--- src/rtl/rdma_pkg.sv ---
`timescale 1ns/1ps
package rdma_pkg;
  localparam int unsigned ADR_W   = 16;
  localparam int unsigned PG_W    = 8;
  localparam int unsigned REG_AW  = 3;
  localparam int unsigned BYTE_W  = 8;
  localparam int unsigned LANES   = 2;
  localparam int unsigned DAT_W   = BYTE_W * LANES;

  typedef enum logic [REG_AW-1:0] {
    RG_CMD    = 3'd0,
    RG_ADR_LO = 3'd1,
    RG_ADR_HI = 3'd2,
    RG_CNT_LO = 3'd3,
    RG_CNT_HI = 3'd4,
    RG_STAT   = 3'd5,
    RG_MASK   = 3'd6
  } rdma_reg_e;

  localparam int unsigned CMD_HALT_BIT = 0;
  localparam int unsigned CMD_RREQ_BIT = 3;
  localparam int unsigned CMD_WREQ_BIT = 4;
  localparam int unsigned ST_DONE_BIT  = 6;
  localparam int unsigned ST_RST_BIT   = 7;

  localparam logic [BYTE_W-1:0] CMD_RST_VAL  = 8'h01;
  localparam logic [BYTE_W-1:0] STAT_RST_VAL = 8'h80;
  localparam logic [BYTE_W-1:0] IRQ_KEEP     = 8'h7F;
endpackage

--- src/rtl/rdma_ptr_unit.sv ---
`timescale 1ns/1ps
module rdma_ptr_unit
  import rdma_pkg::*;
(
  input  logic              clk,
  input  logic              rst_n,
  input  logic              ld_adr_lo,
  input  logic              ld_adr_hi,
  input  logic              ld_cnt_lo,
  input  logic              ld_cnt_hi,
  input  logic [BYTE_W-1:0] ld_byte,
  input  logic              step_en,
  input  logic              step_word,
  input  logic [PG_W-1:0]   ring_start_pg,
  input  logic [PG_W-1:0]   ring_stop_pg,
  output logic [ADR_W-1:0]  cur_adr,
  output logic [ADR_W-1:0]  cur_cnt,
  output logic              cnt_zero,
  output logic              done_pulse
);
  localparam int unsigned OFS = ADR_W - PG_W;

  logic [ADR_W-1:0] wdt, adr_inc, adr_adv, cnt_adv, adr_d, cnt_d;
  logic [ADR_W-1:0] start_adr, stop_adr;
  logic             cnt_last, ld_adr, ld_cnt, adr_en, cnt_en;

  assign start_adr = {ring_start_pg, {OFS{1'b0}}};
  assign stop_adr  = {ring_stop_pg,  {OFS{1'b0}}};

  always_comb begin
    wdt      = step_word ? ADR_W'(2) : ADR_W'(1);
    adr_inc  = cur_adr + wdt;
    adr_adv  = (adr_inc == stop_adr) ? start_adr : adr_inc;
    cnt_last = (cur_cnt <= wdt);
    cnt_adv  = cnt_last ? '0 : (cur_cnt - wdt);
    ld_adr   = ld_adr_lo | ld_adr_hi;
    ld_cnt   = ld_cnt_lo | ld_cnt_hi;
    adr_d    = ld_adr ? cur_adr : adr_adv;
    if (ld_adr_lo) adr_d[BYTE_W-1:0]     = ld_byte;
    if (ld_adr_hi) adr_d[ADR_W-1:BYTE_W] = ld_byte;
    cnt_d    = ld_cnt ? cur_cnt : cnt_adv;
    if (ld_cnt_lo) cnt_d[BYTE_W-1:0]     = ld_byte;
    if (ld_cnt_hi) cnt_d[ADR_W-1:BYTE_W] = ld_byte;
    adr_en   = step_en | ld_adr;
    cnt_en   = step_en | ld_cnt;
  end

  always_ff @(posedge clk or negedge rst_n) begin
    if (!rst_n) begin
      cur_adr <= '0;
    end else if (adr_en) begin
      cur_adr <= adr_d;
    end
  end

  always_ff @(posedge clk or negedge rst_n) begin
    if (!rst_n) begin
      cur_cnt <= '0;
    end else if (cnt_en) begin
      cur_cnt <= cnt_d;
    end
  end

  assign cnt_zero   = (cur_cnt == '0);
  assign done_pulse = step_en & cnt_last;

  // an access never raises the count
  a_r4_count_never_grows: assert property (@(posedge clk) disable iff (!rst_n)
    (step_en && !ld_cnt_lo && !ld_cnt_hi) |=> (cur_cnt < $past(cur_cnt) || cur_cnt == '0));

  // a byte load keeps the other address byte
  a_r12_lo_load_keeps_hi: assert property (@(posedge clk) disable iff (!rst_n)
    (ld_adr_lo && !ld_adr_hi) |=> cur_adr[ADR_W-1:BYTE_W] == $past(cur_adr[ADR_W-1:BYTE_W]));
endmodule

--- src/rtl/rdma_mem_if.sv ---
`timescale 1ns/1ps
module rdma_mem_if
  import rdma_pkg::*;
#(
  parameter int unsigned LO_END  = 32,
  parameter int unsigned HI_BASE = 16384,
  parameter int unsigned HI_END  = 49152
) (
  input  logic               clk,
  input  logic               rst_n,
  input  logic               acc_rd,
  input  logic               acc_wr,
  input  logic               acc_word,
  input  logic [ADR_W-1:0]   acc_adr,
  input  logic [DAT_W-1:0]   wr_data,
  output logic               mem_en,
  output logic               mem_we,
  output logic [LANES-1:0]   mem_be,
  output logic [ADR_W-2:0]   mem_addr,
  output logic [DAT_W-1:0]   mem_wdata,
  input  logic [DAT_W-1:0]   mem_rdata,
  output logic [DAT_W-1:0]   rd_data,
  output logic               rd_valid
);
  logic [ADR_W-1:0] eff_adr;
  logic             in_win;
  logic             rv_q, oob_q, word_q, lane_q;

  assign eff_adr = acc_word ? {acc_adr[ADR_W-1:1], 1'b0} : acc_adr;
  assign in_win  = (32'(eff_adr) < LO_END) ||
                   ((32'(eff_adr) >= HI_BASE) && (32'(eff_adr) < HI_END));

  assign mem_en   = (acc_rd | acc_wr) & in_win;
  assign mem_we   = acc_wr & in_win;
  assign mem_addr = eff_adr[ADR_W-1:1];

  for (genvar ln = 0; ln < LANES; ln++) begin : g_lane
    assign mem_be[ln] = acc_word | (eff_adr[0] == 1'(ln));
    assign mem_wdata[ln*BYTE_W +: BYTE_W] =
      acc_word ? wr_data[ln*BYTE_W +: BYTE_W] : wr_data[BYTE_W-1:0];
  end

  always_ff @(posedge clk or negedge rst_n) begin
    if (!rst_n) begin
      rv_q <= 1'b0;
    end else begin
      rv_q <= acc_rd;
    end
  end

  always_ff @(posedge clk or negedge rst_n) begin
    if (!rst_n) begin
      oob_q  <= 1'b0;
      word_q <= 1'b0;
      lane_q <= 1'b0;
    end else if (acc_rd) begin
      oob_q  <= ~in_win;
      word_q <= acc_word;
      lane_q <= eff_adr[0];
    end
  end

  always_comb begin
    if (!rv_q) begin
      rd_data = '0;
    end else if (oob_q) begin
      rd_data = word_q ? {DAT_W{1'b1}} : {{BYTE_W{1'b0}}, {BYTE_W{1'b1}}};
    end else if (word_q) begin
      rd_data = mem_rdata;
    end else begin
      rd_data = {{BYTE_W{1'b0}}, lane_q ? mem_rdata[DAT_W-1:BYTE_W] : mem_rdata[BYTE_W-1:0]};
    end
  end
  assign rd_valid = rv_q;

  // an out-of-window read yields all ones in the next cycle
  a_r6_oob_read_ones: assert property (@(posedge clk) disable iff (!rst_n)
    (acc_rd && !mem_en && acc_word) |=> rd_data == {DAT_W{1'b1}});
endmodule

--- src/rtl/rdma_irq_unit.sv ---
`timescale 1ns/1ps
module rdma_irq_unit
  import rdma_pkg::*;
(
  input  logic              clk,
  input  logic              rst_n,
  input  logic              done_set,
  input  logic              run_cmd,
  input  logic              stat_wr,
  input  logic              mask_wr,
  input  logic [BYTE_W-1:0] wbyte,
  output logic [BYTE_W-1:0] status,
  output logic [BYTE_W-1:0] mask,
  output logic              irq
);
  logic [BYTE_W-1:0] status_d;
  logic              status_en;

  always_comb begin
    status_d = status;
    if (stat_wr) status_d = status & ~(wbyte & IRQ_KEEP);
    if (run_cmd) status_d[ST_RST_BIT] = 1'b0;
    if (done_set) status_d[ST_DONE_BIT] = 1'b1;
    status_en = stat_wr | run_cmd | done_set;
  end

  always_ff @(posedge clk or negedge rst_n) begin
    if (!rst_n) begin
      status <= STAT_RST_VAL;
    end else if (status_en) begin
      status <= status_d;
    end
  end

  always_ff @(posedge clk or negedge rst_n) begin
    if (!rst_n) begin
      mask <= '0;
    end else if (mask_wr) begin
      mask <= wbyte;
    end
  end

  assign irq = |(status & mask & IRQ_KEEP);

  // completion beats a same-cycle clear
  a_r11_set_beats_clear: assert property (@(posedge clk) disable iff (!rst_n)
    (done_set && stat_wr && wbyte[ST_DONE_BIT]) |=> status[ST_DONE_BIT]);

  // status writes never touch the top bit
  a_r10_top_bit_kept: assert property (@(posedge clk) disable iff (!rst_n)
    (stat_wr && !run_cmd) |=> status[ST_RST_BIT] == $past(status[ST_RST_BIT]));
endmodule

--- src/rtl/rdma_port_engine.sv ---
`timescale 1ns/1ps
module rdma_port_engine
  import rdma_pkg::*;
#(
  parameter int unsigned LO_END  = 32,
  parameter int unsigned HI_BASE = 16384,
  parameter int unsigned HI_END  = 49152
) (
  input  logic              clk,
  input  logic              rst_n,
  input  logic              reg_wr,
  input  logic [REG_AW-1:0] reg_addr,
  input  logic [BYTE_W-1:0] reg_wdata,
  output logic [BYTE_W-1:0] reg_rdata,
  input  logic              dp_wr,
  input  logic              dp_rd,
  input  logic [DAT_W-1:0]  dp_wdata,
  output logic [DAT_W-1:0]  dp_rdata,
  output logic              dp_rvalid,
  input  logic              cfg_word,
  input  logic [PG_W-1:0]   ring_start_pg,
  input  logic [PG_W-1:0]   ring_stop_pg,
  output logic              mem_en,
  output logic              mem_we,
  output logic [LANES-1:0]  mem_be,
  output logic [ADR_W-2:0]  mem_addr,
  output logic [DAT_W-1:0]  mem_wdata,
  input  logic [DAT_W-1:0]  mem_rdata,
  output logic              irq
);
  logic              rst_meta, rst_q;
  logic [BYTE_W-1:0] cmd_q, status, mask;
  logic [ADR_W-1:0]  cur_adr, cur_cnt;
  logic              cnt_zero, done_pulse;
  logic              wr_cmd, wr_adr_lo, wr_adr_hi, wr_cnt_lo, wr_cnt_hi, wr_stat, wr_mask;
  logic              run_cmd, zero_go, acc_wr, acc_rd, step_en;

  always_ff @(posedge clk or negedge rst_n) begin
    if (!rst_n) begin
      rst_meta <= 1'b0;
      rst_q    <= 1'b0;
    end else begin
      rst_meta <= 1'b1;
      rst_q    <= rst_meta;
    end
  end

  always_comb begin
    wr_cmd    = reg_wr && (reg_addr == RG_CMD);
    wr_adr_lo = reg_wr && (reg_addr == RG_ADR_LO);
    wr_adr_hi = reg_wr && (reg_addr == RG_ADR_HI);
    wr_cnt_lo = reg_wr && (reg_addr == RG_CNT_LO);
    wr_cnt_hi = reg_wr && (reg_addr == RG_CNT_HI);
    wr_stat   = reg_wr && (reg_addr == RG_STAT);
    wr_mask   = reg_wr && (reg_addr == RG_MASK);
    run_cmd   = wr_cmd && !reg_wdata[CMD_HALT_BIT];
    zero_go   = run_cmd && cnt_zero &&
                (reg_wdata[CMD_RREQ_BIT] || reg_wdata[CMD_WREQ_BIT]);
    acc_wr    = dp_wr && !cnt_zero;
    acc_rd    = dp_rd && !dp_wr;
    step_en   = acc_wr || acc_rd;
  end

  always_ff @(posedge clk or negedge rst_q) begin
    if (!rst_q) begin
      cmd_q <= CMD_RST_VAL;
    end else if (wr_cmd) begin
      cmd_q <= reg_wdata;
    end
  end

  rdma_ptr_unit u_ptr (
    .clk           (clk),
    .rst_n         (rst_q),
    .ld_adr_lo     (wr_adr_lo),
    .ld_adr_hi     (wr_adr_hi),
    .ld_cnt_lo     (wr_cnt_lo),
    .ld_cnt_hi     (wr_cnt_hi),
    .ld_byte       (reg_wdata),
    .step_en       (step_en),
    .step_word     (cfg_word),
    .ring_start_pg (ring_start_pg),
    .ring_stop_pg  (ring_stop_pg),
    .cur_adr       (cur_adr),
    .cur_cnt       (cur_cnt),
    .cnt_zero      (cnt_zero),
    .done_pulse    (done_pulse)
  );

  rdma_mem_if #(.LO_END(LO_END), .HI_BASE(HI_BASE), .HI_END(HI_END)) u_mem (
    .clk       (clk),
    .rst_n     (rst_q),
    .acc_rd    (acc_rd),
    .acc_wr    (acc_wr),
    .acc_word  (cfg_word),
    .acc_adr   (cur_adr),
    .wr_data   (dp_wdata),
    .mem_en    (mem_en),
    .mem_we    (mem_we),
    .mem_be    (mem_be),
    .mem_addr  (mem_addr),
    .mem_wdata (mem_wdata),
    .mem_rdata (mem_rdata),
    .rd_data   (dp_rdata),
    .rd_valid  (dp_rvalid)
  );

  rdma_irq_unit u_irq (
    .clk      (clk),
    .rst_n    (rst_q),
    .done_set (done_pulse | zero_go),
    .run_cmd  (run_cmd),
    .stat_wr  (wr_stat),
    .mask_wr  (wr_mask),
    .wbyte    (reg_wdata),
    .status   (status),
    .mask     (mask),
    .irq      (irq)
  );

  always_comb begin
    case (reg_addr)
      RG_CMD:    reg_rdata = cmd_q;
      RG_ADR_LO: reg_rdata = cur_adr[BYTE_W-1:0];
      RG_ADR_HI: reg_rdata = cur_adr[ADR_W-1:BYTE_W];
      RG_CNT_LO: reg_rdata = cur_cnt[BYTE_W-1:0];
      RG_CNT_HI: reg_rdata = cur_cnt[ADR_W-1:BYTE_W];
      RG_STAT:   reg_rdata = status;
      RG_MASK:   reg_rdata = mask;
      default:   reg_rdata = '0;
    endcase
  end

  // a port write with no bytes left never reaches memory
  a_r5_zero_count_blocks_write: assert property (@(posedge clk) disable iff (!rst_q)
    (dp_wr && cnt_zero) |-> !mem_we);

  // read data is flagged one cycle after the strobe
  a_r8_read_returns_next: assert property (@(posedge clk) disable iff (!rst_q)
    (dp_rd && !dp_wr) |=> dp_rvalid);

  // the last access of a transfer raises the completion flag
  a_r4_done_flags_status: assert property (@(posedge clk) disable iff (!rst_q)
    done_pulse |=> status[ST_DONE_BIT]);

  // a start request on an empty count completes at once
  a_r9_zero_len_done: assert property (@(posedge clk) disable iff (!rst_q)
    zero_go |=> status[ST_DONE_BIT]);
endmodule

--- config.mk ---
export PLATFORM = sky130hd
export DESIGN_NAME = rdma_port_engine
export DESIGN_NICKNAME = d
export VERILOG_FILES = /design/src/rtl/rdma_pkg.sv /design/src/rtl/rdma_ptr_unit.sv /design/src/rtl/rdma_mem_if.sv /design/src/rtl/rdma_irq_unit.sv /design/src/rtl/rdma_port_engine.sv
export SDC_FILE = /design/constraint.sdc
export NUM_CORES = 1
export LEC_CHECK = 0
export BUFFER_PORTS_ARGS = -buffer_cell sky130_fd_sc_hd__buf_2
export CAP_MARGIN = 20
export CELL_PAD_IN_SITES_DETAIL_PLACEMENT = 1
export CELL_PAD_IN_SITES_GLOBAL_PLACEMENT = 1
export CORE_MARGIN = 2
export CORE_UTILIZATION = 35
export CTS_CLUSTER_DIAMETER = 150
export DETAILED_ROUTE_END_ITERATION = 7
export PLACE_DENSITY = 0.72
export SLEW_MARGIN = 20
export SYNTH_ARGS = -nofsm -noshare
export SYNTH_HDL_FRONTEND = slang
export SYNTH_SLANG_ARGS = --single-unit
--- constraint.sdc ---
create_clock -name clk -period 2.9 [get_ports clk]
set_input_delay 0.725 -clock clk [delete_from_list [all_inputs] [get_ports clk]]
set_output_delay 0.725 -clock clk [all_outputs]
set_load 0.02 [all_outputs]
==> results.json <==
{
  "status": "completed",
  "gr-total-overflow": 0,
  "clock-skew-final_ns": 0.006460,
  "ioPinCount": 126,
  "drv_slew": 0,
  "multi_input_comb_area_mm2": 0.002995,
  "synth_cell_types": 63,
  "synth-simple-area-share_pct": 22.52,
  "power.leakage_nw": 2.872,
  "area_delta_synth_final_pct": 27.85,
  "ant_nets": 0,
  "wl_per_cell_um": 20.59,
  "relSlewSlack_pct": 65.26,
  "cts-root-buf": "clkbuf_16",
  "syn_nets": 629,
  "nets": 766,
  "netlist_instances": 554,
  "rsz0062_at_grt": "yes",
  "drive_above_1_share_pct": 39.66,
  "syn_area_mm2": 0.004906,
  "whs_ns": 0.1666,
  "final_util_pct": 45.54,
  "first_iter_violations": 384,
  "fp.dieW_um": 122.4,
  "syn_avg_cell_area_um2": 8.856,
  "irDropWorstVdd_uv": 336.7,
  "clk_pin_slew_ns": 0.06,
  "setup_viol": 0,
  "clk_latency_ns": 0.34,
  "place_congestion": 0.8820,
  "yosys.area_share.adder_pct": 2.856,
  "fillers": 1647,
  "critPathArrivalTime_ns": 3.07,
  "cts_tree": "yes",
  "port_buffers": 125,
  "hold_violations": 0,
  "setup-tns-final_ns": 0,
  "synth_compound_area_share_pct": 16.53,
  "cts_sinks": 62,
  "synth_top_flop_cell": "dfrtp_1",
  "core_area_mm2": 0.01377,
  "synthXorXnorAreaFrac_pct": 4.514,
  "reg2reg_depth": 11,
  "synth-seq-cells": 62,
  "cap_violations": 0,
  "synth_top_cell_area_share_pct": 30.60,
  "synthMuxAreaShare_pct": 13.01,
  "min_path_type": "primary input to async pin",
  "async_reset_ff_share_pct": 100.0,
  "n_antenna_cell": 0,
  "grt_pass1_vias": 5172,
  "synth_edf_count": 0,
  "grt_pass1_wl_um": 28110,
  "min_period_over_period_pct": 98.57,
  "cp_max_fo": 15,
  "yosysMostFrequentCell": "dfrtp_1",
  "synth_common_cells": "dfrtp_1, nor2_1, nand2_1",
  "regArea_mm2": 0.001556,
  "dr.pass1.iters": 5,
  "max_freq_ghz": 0.3498,
  "drc_errors": 0,
  "worst_slew_pin_slew_ns": 0.5172,
  "synth_top_area_cell": "dfrtp_1",
  "end_kind": "flop",
  "synth_area_leaders": "dfrtp_1, mux2_2, buf_4, nor2_1, nand3_1",
  "crit_required_ns": 3.11,
  "numCtsBuffers": 9,
  "antenna_found_initial": 0,
  "rows": 43,
  "synth_top_family_by_area": "simple AND/OR/NAND/NOR gates",
  "vias_per_cell": 5.543,
  "grtUsageTotal_pct": 24.41,
  "grt_max_degree": 22,
  "path_class": "primary input to flop",
  "die_y_um": 122.4,
  "cts_htree_levels": 3,
  "floorplan.initialDensity_pct": 35.62,
  "ys_seq_area_share_pct": 31.68,
  "die_area_mm2": 0.01498,
  "power_density_mw_per_mm2": 757.5,
  "vias": 4856,
  "start_kind": "primary input",
  "wl_um": 18040,
  "hpwl_um": 13740,
  "yosys_warnings": 0,
  "cts_buffer_depth": 2,
  "period_needed_ns": 2.858
}
==> what timing repair did <==
item | in CTS | in global routing
hold buffers | 0 | 0
pin swaps | 1 | 0
gates resized for setup | 1 | 9
endpoints found under the hold margin | 0 | 0
setup endpoints to repair | 9 | 10
buffers inserted | 1 | 0
==> flip-flops by register name, indices dropped and copies added (netlist names) <==
register	count
u_mem.oob_q	1
cmd_q	8
u_mem.word_q	1
u_mem.lane_q	1
u_irq.status	8
u_ptr.cur_adr	16
u_ptr.cur_cnt	16
rst_meta	1
rst_q	1
u_mem.rd_valid	1
u_irq.mask	8
==> through the flow <==
step	area, µm²	power, mW	worst slack (ns)	std cells
floorplan	4990	2.888	-0.2987	554
global placement	5921	3.511	-0.2972	859
detailed placement	5921	3.596	-0.4195	859
CTS	6231	4.728	0.005742	876
global route	6272	5.035	-0.08163	876
finish	6272	4.751	0.04159	876
==> cell usage in the layout, fill, tap and decap left out, types with 3 or more instances in the layout <==
| master | count |
|---|---|
| buf_2 | 125 |
| buf_4 | 61 |
| dfrtp_1 | 58 |
| nor2_1 | 51 |
| nand2_1 | 41 |
| mux2_2 | 38 |
| nand3_1 | 34 |
| o21ai_0 | 26 |
| a22oi_1 | 23 |
| a21oi_1 | 20 |
| nor3_1 | 18 |
| inv_1 | 13 |
| mux2i_1 | 12 |
| o21a_1 | 10 |
| or3_1 | 10 |
| xnor2_1 | 10 |
| clkbuf_16 | 9 |
| nor2b_1 | 7 |
| nor4_1 | 7 |
| a21boi_0 | 7 |
| a41oi_1 | 6 |
| ha_1 | 6 |
| a31oi_1 | 5 |
| o21ai_1 | 5 |
| nand4_1 | 5 |
| and3_1 | 5 |
| xor2_1 | 5 |
| mux4_2 | 4 |
| nor4_4 | 4 |
| and2_1 | 4 |
| xnor3_1 | 4 |
| nand2b_1 | 3 |
| nor3_2 | 3 |
| nand4b_1 | 3 |
==> critical path, stage by stage <==
cell and delay, ns:
buf_2 0.14, buf_6 0.16, ha_4 0.27, a21oi_1 0.07, buf_4 0.16, nor4_4 0.28
and3_4 0.23, xnor3_1 0.25, nor4_4 0.34, buf_12 0.18, mux2i_1 0.18, nand2_1 0.08
==> where the power goes <==
group | total, mW | switching [mW] | internal [mW]
clock | 1.10 | 0.414 | 0.688
combinational | 2.09 | 1.17 | 0.918
sequential | 1.56 | 0.448 | 1.11
==> routing by layer <==
metal  global-route usage [%]  vias to the layer above  routed length (µm)
li1                         -                     2273                   -
met1                    32.57                     2407                7726
met2                    40.69                      153                8818
met3                    3.671                       23                1199
met4                    7.687                        0                 291
met5                        0                        -                   0
==> kinds of logic after synthesis <==
group	Yosys count
flip-flops	62
multiplexers	54
AND/OR/NAND/NOR	208
adder cells (fa/ha/maj)	10
buffers and inverters	79
XOR/XNOR	19
other	1
AO/OA/AOI/OAI	121
==> area by class of cell <==
cell class / count / area share [%]
multi-input cells: 413 / 47.76
flip-flops and latches: 62 / 24.82
repair buffers: 189 / 17.95
clock buffers: 11 / 3.870
well taps: 180 / 3.591
inverters: 16 / 1.077
clock inverters: 5 / 0.9376
==> worst paths after layout <==
path	end	slack (ns)	from
max in group asynchronous	u_irq.status[7]	1.99	rst_q
worst max-delay path	u_ptr.cur_adr[11]	0.04	cfg_word
worst min register to register	u_irq.status[1]	0.21	rst_q
min in group clk	rst_q	0.35	rst_meta
worst min-delay path	rst_q	0.17	rst_n
worst max register to register	u_ptr.cur_adr[11]	0.21	u_ptr.cur_adr[1]
Power figures use the tool's default switching activity.
